===== config.mk =====
export PLATFORM = sky130hd
export DESIGN_NAME = irq_defer_arb
export DESIGN_NICKNAME = d
export VERILOG_FILES = /design/src/rtl/irq_defer_pkg.sv /design/src/rtl/irq_prio_enc.sv /design/src/rtl/irq_vec_gen.sv /design/src/rtl/irq_defer_arb.sv
export SDC_FILE = /design/constraint.sdc
export NUM_CORES = 1
export LEC_CHECK = 0
export BUFFER_PORTS_ARGS = -buffer_cell sky130_fd_sc_hd__buf_4
export CORE_MARGIN = 2
export CORE_UTILIZATION = 41
export CTS_CLUSTER_DIAMETER = 150
export DETAILED_ROUTE_END_ITERATION = 8
export PLACE_DENSITY = 0.88
export SYNTH_ARGS = -nofsm -noshare
export SYNTH_HDL_FRONTEND = slang
export SYNTH_SLANG_ARGS = --single-unit

===== constraint.sdc =====
create_clock -name clk -period 2.8 [get_ports clk]
set_input_delay 0.84 -clock clk [delete_from_list [all_inputs] [get_ports clk]]
set_output_delay 0.84 -clock clk [all_outputs]
set_load 0.01 [all_outputs]

===== src/rtl/irq_defer_pkg.sv =====
package irq_defer_pkg;

  typedef enum logic [1:0] {
    CHK_IDLE = 2'd0,
    CHK_TAKE = 2'd1,
    CHK_PARK = 2'd2
  } chk_act_e;

  // Vector offset: highest channel maps to offset 0
  function automatic int unsigned vec_offset(input int unsigned top_chan,
                                             input int unsigned chan);
    return top_chan - chan;
  endfunction

endpackage


===== src/rtl/irq_prio_enc.sv =====
module irq_prio_enc #(
  parameter int W = 16,
  localparam int CW = $clog2(W)
) (
  input  logic [0:W-1]  req,
  output logic [0:W-1]  onehot,
  output logic [CW-1:0] idx,
  output logic          found
);

  logic seen;

  // Lowest index wins
  always_comb begin
    onehot = '0;
    idx    = '0;
    seen   = 1'b0;
    for (int i = 0; i < W; i++) begin
      if (req[i] && !seen) begin
        onehot[i] = 1'b1;
        idx       = CW'(i);
        seen      = 1'b1;
      end
    end
  end

  assign found = |req;

endmodule


===== src/rtl/irq_vec_gen.sv =====
module irq_vec_gen #(
  parameter int W = 16,
  parameter int AW = 16,
  parameter logic [AW-1:0] VEC_BASE = 16'h0040,
  localparam int CW = $clog2(W)
) (
  input  logic [CW-1:0] chan,
  output logic [AW-1:0] addr
);
  import irq_defer_pkg::*;

  assign addr = VEC_BASE + AW'(vec_offset(W - 1, int'(chan)));

endmodule


===== src/rtl/irq_defer_arb.sv =====
module irq_defer_arb #(
  parameter int W = 16,
  parameter int AW = 16,
  parameter logic [AW-1:0] VEC_BASE = 16'h0040,
  parameter logic [AW-1:0] SAVE_LOC = 16'h0010,
  localparam int CW = $clog2(W)
) (
  input  logic          clk,
  input  logic          rst_n,
  input  logic [0:W-1]  dev_set,
  input  logic [0:W-1]  active,
  input  logic          en_cmd,
  input  logic          dis_cmd,
  input  logic          check,
  output logic          take,
  output logic [CW-1:0] take_chan,
  output logic [AW-1:0] vec_addr,
  output logic          save_pc,
  output logic [AW-1:0] save_addr,
  output logic          restart,
  output logic [0:W-1]  pend_new,
  output logic [0:W-1]  pend_park
);
  import irq_defer_pkg::*;

  logic [0:W-1] nww_q, ww_q, nww_d, ww_d;
  logic [0:W-1] chan_mask;
  logic [0:W-1] masked;
  logic [0:W-1] pick_oh;
  logic         ready;
  logic         found;
  chk_act_e     act;

  assign chan_mask = {1'b0, {(W-1){1'b1}}};

  // Signed greater-than-zero test on the natural word
  assign ready  = $signed(nww_q) > $signed({W{1'b0}});
  assign masked = (nww_q | ww_q) & active & chan_mask;

  irq_prio_enc #(.W(W)) u_pick (
    .req    (masked),
    .onehot (pick_oh),
    .idx    (take_chan),
    .found  (found)
  );

  irq_vec_gen #(.W(W), .AW(AW), .VEC_BASE(VEC_BASE)) u_vec (
    .chan (take_chan),
    .addr (vec_addr)
  );

  always_comb begin
    act = CHK_IDLE;
    if (check && ready) act = found ? CHK_TAKE : CHK_PARK;
  end

  always_comb begin
    nww_d = nww_q;
    ww_d  = ww_q;
    unique case (act)
      CHK_TAKE: begin
        nww_d = nww_q & ~pick_oh;
        ww_d  = ww_q & ~pick_oh;
      end
      CHK_PARK: begin
        ww_d  = nww_q | ww_q;
        nww_d = '0;
      end
      default: ;
    endcase
    if (dis_cmd || act == CHK_TAKE) begin
      nww_d[0] = 1'b1;
    end else if (en_cmd) begin
      nww_d    = nww_d | ww_d;
      nww_d[0] = 1'b0;
    end
    // Device sets applied last: a set beats a clear
    nww_d = nww_d | (dev_set & chan_mask);
  end

  always_ff @(posedge clk) begin
    if (!rst_n) begin
      nww_q <= {1'b1, {(W-1){1'b0}}};
      ww_q  <= '0;
    end else begin
      nww_q <= nww_d;
      ww_q  <= ww_d;
    end
  end

  assign take      = (act == CHK_TAKE);
  assign restart   = (act == CHK_PARK);
  assign save_pc   = take;
  assign save_addr = SAVE_LOC;
  assign pend_new  = nww_q;
  assign pend_park = ww_q;

endmodule


# [Word-level counts from Yosys, hierarchy flattened]
# Index checks and enable logic that the tools add are counted.
[totals] inputBits=37 out_inout_bits=71 ff_bits=32
[op_classes] order_cmp=1 eq_ne=2 n_bitwise=7 addsub=2 mux=50 n_reduce_logical=31
[op_table] op="16-bit case mux with 2 select lines" n=2
[op_table] op="16-bit bitwise AND" n=2
[op_table] op="4-bit 2-to-1 mux" n=8
[op_table] op="1-bit 2-to-1 mux" n=30
[op_table] op="7-bit by 16-bit adder with 16-bit output, first input constant" n=1
[op_table] op="16-bit by 1-bit > comparator with 1-bit output, second input constant" n=1
[op_table] op="16-bit 2-to-1 mux" n=1
[op_table] op="15-bit inverter with 16-bit output" n=1
[op_table] op="16-bit by 15-bit OR with 16-bit output" n=1
[op_table] op="16-bit OR" n=1
[op_table] op="15-bit bitwise AND" n=1
[op_table] op="1-bit logical AND" n=15
[op_table] op="15-bit 2-to-1 mux" n=1
[op_table] op="15-bit OR" n=1
[op_table] op="15-bit OR reduction" n=1
[op_table] op="1-bit logical NOT" n=14
[op_table] op="3-bit 2-to-1 mux" n=4
[op_table] op="2-bit 2-to-1 mux" n=4
[op_table] op="4-bit by 4-bit subtractor with 5-bit output, first input constant" n=1
[op_table] op="2-bit by 1-bit == test with 1-bit output, second input constant" n=1
[op_table] op="2-bit == test, second input constant" n=1
[op_table] op="1-bit logical OR" n=1

# [Logic depth before layout (Yosys ltp)]
[depth] word_depth=52 ltp_mapped=8 ltp_nobuf=6

# [Modules after synthesis]
# A second synthesis with hierarchy kept.
[hier_totals] hier_cells=282 hier_area_um2=2228.4
[by_module_without_submodules] mod="irq_defer_arb" instances=1 area_per_inst_um2=1799.2 cells_each=213
[by_module_without_submodules] mod="irq_prio_enc" instances=1 area_per_inst_um2=316.6 cells_each=51
[by_module_without_submodules] mod="irq_vec_gen" instances=1 area_per_inst_um2=112.6 cells_each=18

# [Worst setup path after synthesis]
# Ideal clock, no wire load.
[synth_path] kind="input-to-output" startpoint="input port active[2] (netlist name)" endpoint="output port vec_addr[1]" arrival_time_ns=2.154 path_stages=6 slack_ns=-0.194 t_required_ns=1.960 cell_sequence="o21ai_1 -> nand3_2 -> nor2_1 -> nand2_1 -> o311ai_0 -> inv_1"
[synth_via] elab_chain_cells=44 elab_cells_between_ends=57 cone_classes="2 x add/sub; 27 x mux; 1 x bitwise; 27 x reduce/logical"
[synth_lines] item="start: declaration" line="irq_defer_arb.sv:11" rtl="input logic [0:W-1] active,"
[synth_lines] item="15-bit bitwise AND (*)" line="irq_defer_arb.sv:38" rtl="assign masked = (nww_q | ww_q) & active & chan_mask;"
[synth_lines] item="1-bit logical AND (*)" line="irq_prio_enc.sv:19" rtl="if (req[i] && !seen) begin"
[synth_lines] item="1-bit 2-to-1 mux" line="irq_prio_enc.sv:19"
[synth_lines] item="1-bit logical NOT" line="irq_prio_enc.sv:19"
[synth_lines] item="1-bit logical AND" line="irq_prio_enc.sv:19"
[synth_lines] item="1-bit 2-to-1 mux" line="irq_prio_enc.sv:19"
[synth_lines] item="1-bit logical NOT" line="irq_prio_enc.sv:19"
[synth_lines] item="1-bit logical AND" line="irq_prio_enc.sv:19"
[synth_lines] item="(+29 left out)"
[synth_lines] item="1-bit logical AND" line="irq_prio_enc.sv:19"
[synth_lines] item="1-bit 2-to-1 mux" line="irq_prio_enc.sv:19"
[synth_lines] item="1-bit logical NOT" line="irq_prio_enc.sv:19"
[synth_lines] item="1-bit logical AND" line="irq_prio_enc.sv:19"
[synth_lines] item="4-bit 2-to-1 mux (*)" line="irq_prio_enc.sv:19"
[synth_lines] item="net take_chan[1]" line="irq_defer_arb.sv:16" rtl="output logic [CW-1:0] take_chan,"
[synth_lines] item="4-bit by 4-bit subtractor with 5-bit output (*)" line="irq_defer_pkg.sv:12" rtl="return top_chan - chan;"
[synth_lines] item="7-bit by 16-bit adder with 16-bit output (*)" line="irq_vec_gen.sv:12" rtl="assign addr = VEC_BASE + AW'(vec_offset(W - 1, int'(chan)));"
[synth_lines] item="end: declaration" line="irq_defer_arb.sv:17" rtl="output logic [AW-1:0] vec_addr,"
# The timed path passes the listed nets; every way through them passes the cells marked *.

# [Final worst setup path]
[layout_path] startpoint="input port active[13] (netlist name)" endpoint="output port restart"
[layout_via] elab_chain_cells=5
[layout_lines] item="15-bit bitwise AND" line="irq_defer_arb.sv:38"
[layout_lines] item="15-bit OR reduction" line="irq_prio_enc.sv:27" rtl="assign found = |req;"
[layout_lines] item="2-bit 2-to-1 mux (2 in series)" line="irq_defer_arb.sv:54" rtl="if (check && ready) act = found ? CHK_TAKE : CHK_PARK;"
[layout_lines] item="2-bit == test" line="irq_defer_arb.sv:92" rtl="assign restart = (act == CHK_PARK);"
[layout_lines] item="end: declaration" line="irq_defer_arb.sv:20" rtl="output logic restart,"
# Every way passes these cells.

==> impl_metrics.yaml <==
status:
  status: "finished with violations"
  violations: "negative setup slack"
drt:
  drt_iter0_drc: 142
  vias: 2470
  via_per_inst: 5.44
  routedWlPerCell_um: 15.7
  firstDrtPassIters: 4
  final_antenna_net_count: 0
  wirelength_um: 7150
  route.detailed.drc: 0
placement:
  io_buffers: 77
  dp_hpwl_um: 4950
  place_congestion: 0.935
  postPlaceCellArea_um2: 2910
timing:
  totalNegativeSetupSlack_ps: -87.3
  period_needed_ps: 2840
  fin_hold_ws_ps: 468
  finClkSkew_ps: 6.92
  hold_viol_final: 0
  fmax_mhz: 353
  fin_crit_sh_pct: 101
  finalSetupViolCount: 3
  rsz0062_at_grt: "true"
  setup_slack_ps: -36.9
  slew_viol_final: 0
worst_setup_path:
  worstPathRequired_ps: 1960
  r2r_slack_ps: 440
  r2r_cells: 8
  critical-path-top-delay-family: "simple AND/OR/NAND/NOR gates"
  path_class: "in -> out"
  max_stage_delay_ps: 570
  critical_path_arrival_ps: 2000
  path_cells: "buf_4, o21ai_2, nand4_1, or4_4, nor2_4, buf_6"
  endpoint_kind: "output pin"
  crit_buf_inv: 2
  crit_fanout: 2
  rr_endpoint: "pend_new[7]"
  cp_num_cells: 6
  slowest_stage: "or4_4"
  critPathLaunchType: "input port"
  reg2reg_from: "pend_new[14]"
final_layout:
  seqCellArea_um2: 641
  multi_input_area_um2: 1400
  final_nets: 423
  final_area_um2: 3270
  drive_gt1_share_pct: 44.4
  area_growth_pct: 57.3
  n_fill_cell: 406
  diodes: 0
synth:
  synthArstFlopShare_pct: 0
  seq_area_frac_synth_pct: 30.8
  ys_types: 47
  synth_top_flop_cell: "dfxtp_1"
  syn_area_per_cell_um2: 7.87
  ys_warn_count: 0
  netlist_area_um2: 2080
  synth_cells: 264
  synth_edf_count: 0
  synth-seq-cells: 32
global_routing:
  first_global_vias: 2359
  grt_max_degree: 31
  global_route.usage.met2_pct: 43.9
  globalRouteMet3Util_pct: 6.69
  antenna_found_initial: 0
  grt_overflow: 0
  grtUsageMet1_pct: 30.2
  grt_pass1_wl_um: 11000
  busiest_layer: "met2"
  grt_usage_pct: 25.7
die:
  rows: 25
  pin_count: 108
  fp.dieW_um: 75.2
  dieArea_um2: 5650
  die-height_um: 75.2
  core-area_um2: 4820
  start_util_pct: 43.1
power_and_ir_drop:
  pwr-share-clk_pct: 34.4
  swShare_pct: 30.1
  irDropWorstVdd_uv: 292
  seqPwrFrac_pct: 35.5
  p_comb_share_pct: 30.1
  power_leakage_nw: 1.46
  internal_power_w: 0.00100
  power.density_nw_per_um2: 439
  p_sw_w: 0.000432
clocking:
  clk_pin_slew_ps: 70
  cts_tree: "built"
  htree_levels: 2
  root_buffer: "clkbuf_8"
  clock-sinks: 32
  clock_latency_ps: 290
  clockBufferDepth: 2
  numCtsBuffers: 5
worst_hold_path:
  whs_path_depth: 1
  hp-class: "reg -> reg"
  hp-start: "pend_park[0]"
  hold_end: "pend_park[0]"
run:
  cap_violations: 0
## stage by stage
step	util, %	setup WS, ps	std cells	total power [W]
floorplan	-	6.68	290	0.000709
global placement	60.5	-121	440	0.000875
detailed placement	60.5	-152	440	0.000883
CTS	66.3	-53.9	454	0.00140
global route	67.8	-109	454	0.00150
finish	67.8	-36.9	454	0.00144
## worst register-to-register path, stage by stage, from the launching register on
cell and delay, ps:
dfxtp_1 390, o21ai_4 200, nand4_1 170, or4_4 570, buf_4 210, a21oi_4 220, and3_1 230, buf_4 190
o2bb2ai_1 110
## area by class of cell
type | count | area share, %
Multi-Input combinational cell | 215 | 42.7
Sequential cell | 32 | 19.6
Clock buffer | 7 | 2.95
Clock inverter | 1 | 0.919
Inverter | 5 | 0.574
Tap cell | 67 | 2.57
Timing Repair Buffer | 127 | 30.7
## timing repair
action                                  CTS  global route
hold buffers                              0             0
setup buffers                             6             0
endpoints found under the setup margin    7            11
resized for setup                        24            18
pin swaps                                 9             8
## synthesized netlist by cell type (all sizes together), types with 3 or more instances
cell type / number / share of area (%)
inv: 5 / 0.90
nand4: 5 / 2.2
and2: 11 / 3.3
a31oi: 4 / 1.2
nor3: 3 / 0.72
clkbuf: 6 / 1.1
nor2: 15 / 3.1
buf: 32 / 11
o21a: 4 / 1.4
nor4: 4 / 1.2
o21ai: 34 / 11
nand3: 15 / 3.9
a22o: 5 / 2.1
a21oi: 23 / 6.1
o22ai: 3 / 0.90
dfxtp: 32 / 31
nand2: 23 / 4.2
o2bb2ai: 6 / 2.5
nand2b: 3 / 0.90
and3: 3 / 0.90
## layout by cell type, fill, tap and decap left out, types with 6 or more instances in the layout
cell,netlist,final
o2bb2ai_1,6,6
o21ai_2,7,8
buf_4,31,115
buf_6,0,11
clkbuf_8,0,7
conb_1,2,28
nand3_1,14,13
and2_1,11,11
dfxtp_1,32,32
o21ai_0,19,19
o21ai_4,2,6
a21oi_1,22,22
nand2_1,23,21
nor2_1,14,8
## cells by family (layout without fill, tap and decap cells)
group / after synthesis / after routing / share of synthesized area, %
AO/OA/AOI/OAI: 98 / 98 / 32.7
AND/OR/NAND/NOR: 89 / 89 / 22.7
buffers and inverters: 43 / 140 / 13.4
flip-flops: 32 / 32 / 30.8
other: 2 / 28 / 0.362
## metal layers
layer / wire length, um / vias up / share of wire (%)
met2: 3600 / 144 / 50
li1: - / 1161 / -
met5: 0 / - / 0
met3: 667 / 27 / 9.3
met1: 2610 / 1138 / 37
met4: 267 / 0 / 3.7
## flip-flops by register name (all words and copies together), names as in the netlist
| signal | flops |
|---|---|
| pend_new | 16 |
| pend_park | 16 |
## worst max path at each step
stage / end / start / slack, ps
6_report: restart / active[13] / -40
3_3_place_gp: restart / active[14] / -120
5_1_grt: vec_addr[0] / active[11] / -110
3_5_place_dp: restart / active[14] / -150
2_1_floorplan: restart / active[14] / 7
4_1_cts: restart / active[12] / -50
## power groups by stage
stage                     clock, W  sequential [W]  combinational [W]
after detailed placement         0        0.000515           0.000367
after global placement           0        0.000513           0.000362
after global routing      0.000521        0.000513           0.000467
final                     0.000493        0.000510           0.000432
after floorplan                  0        0.000517           0.000192
after CTS                 0.000497        0.000507           0.000398
(Power assumes the default switching activity.)
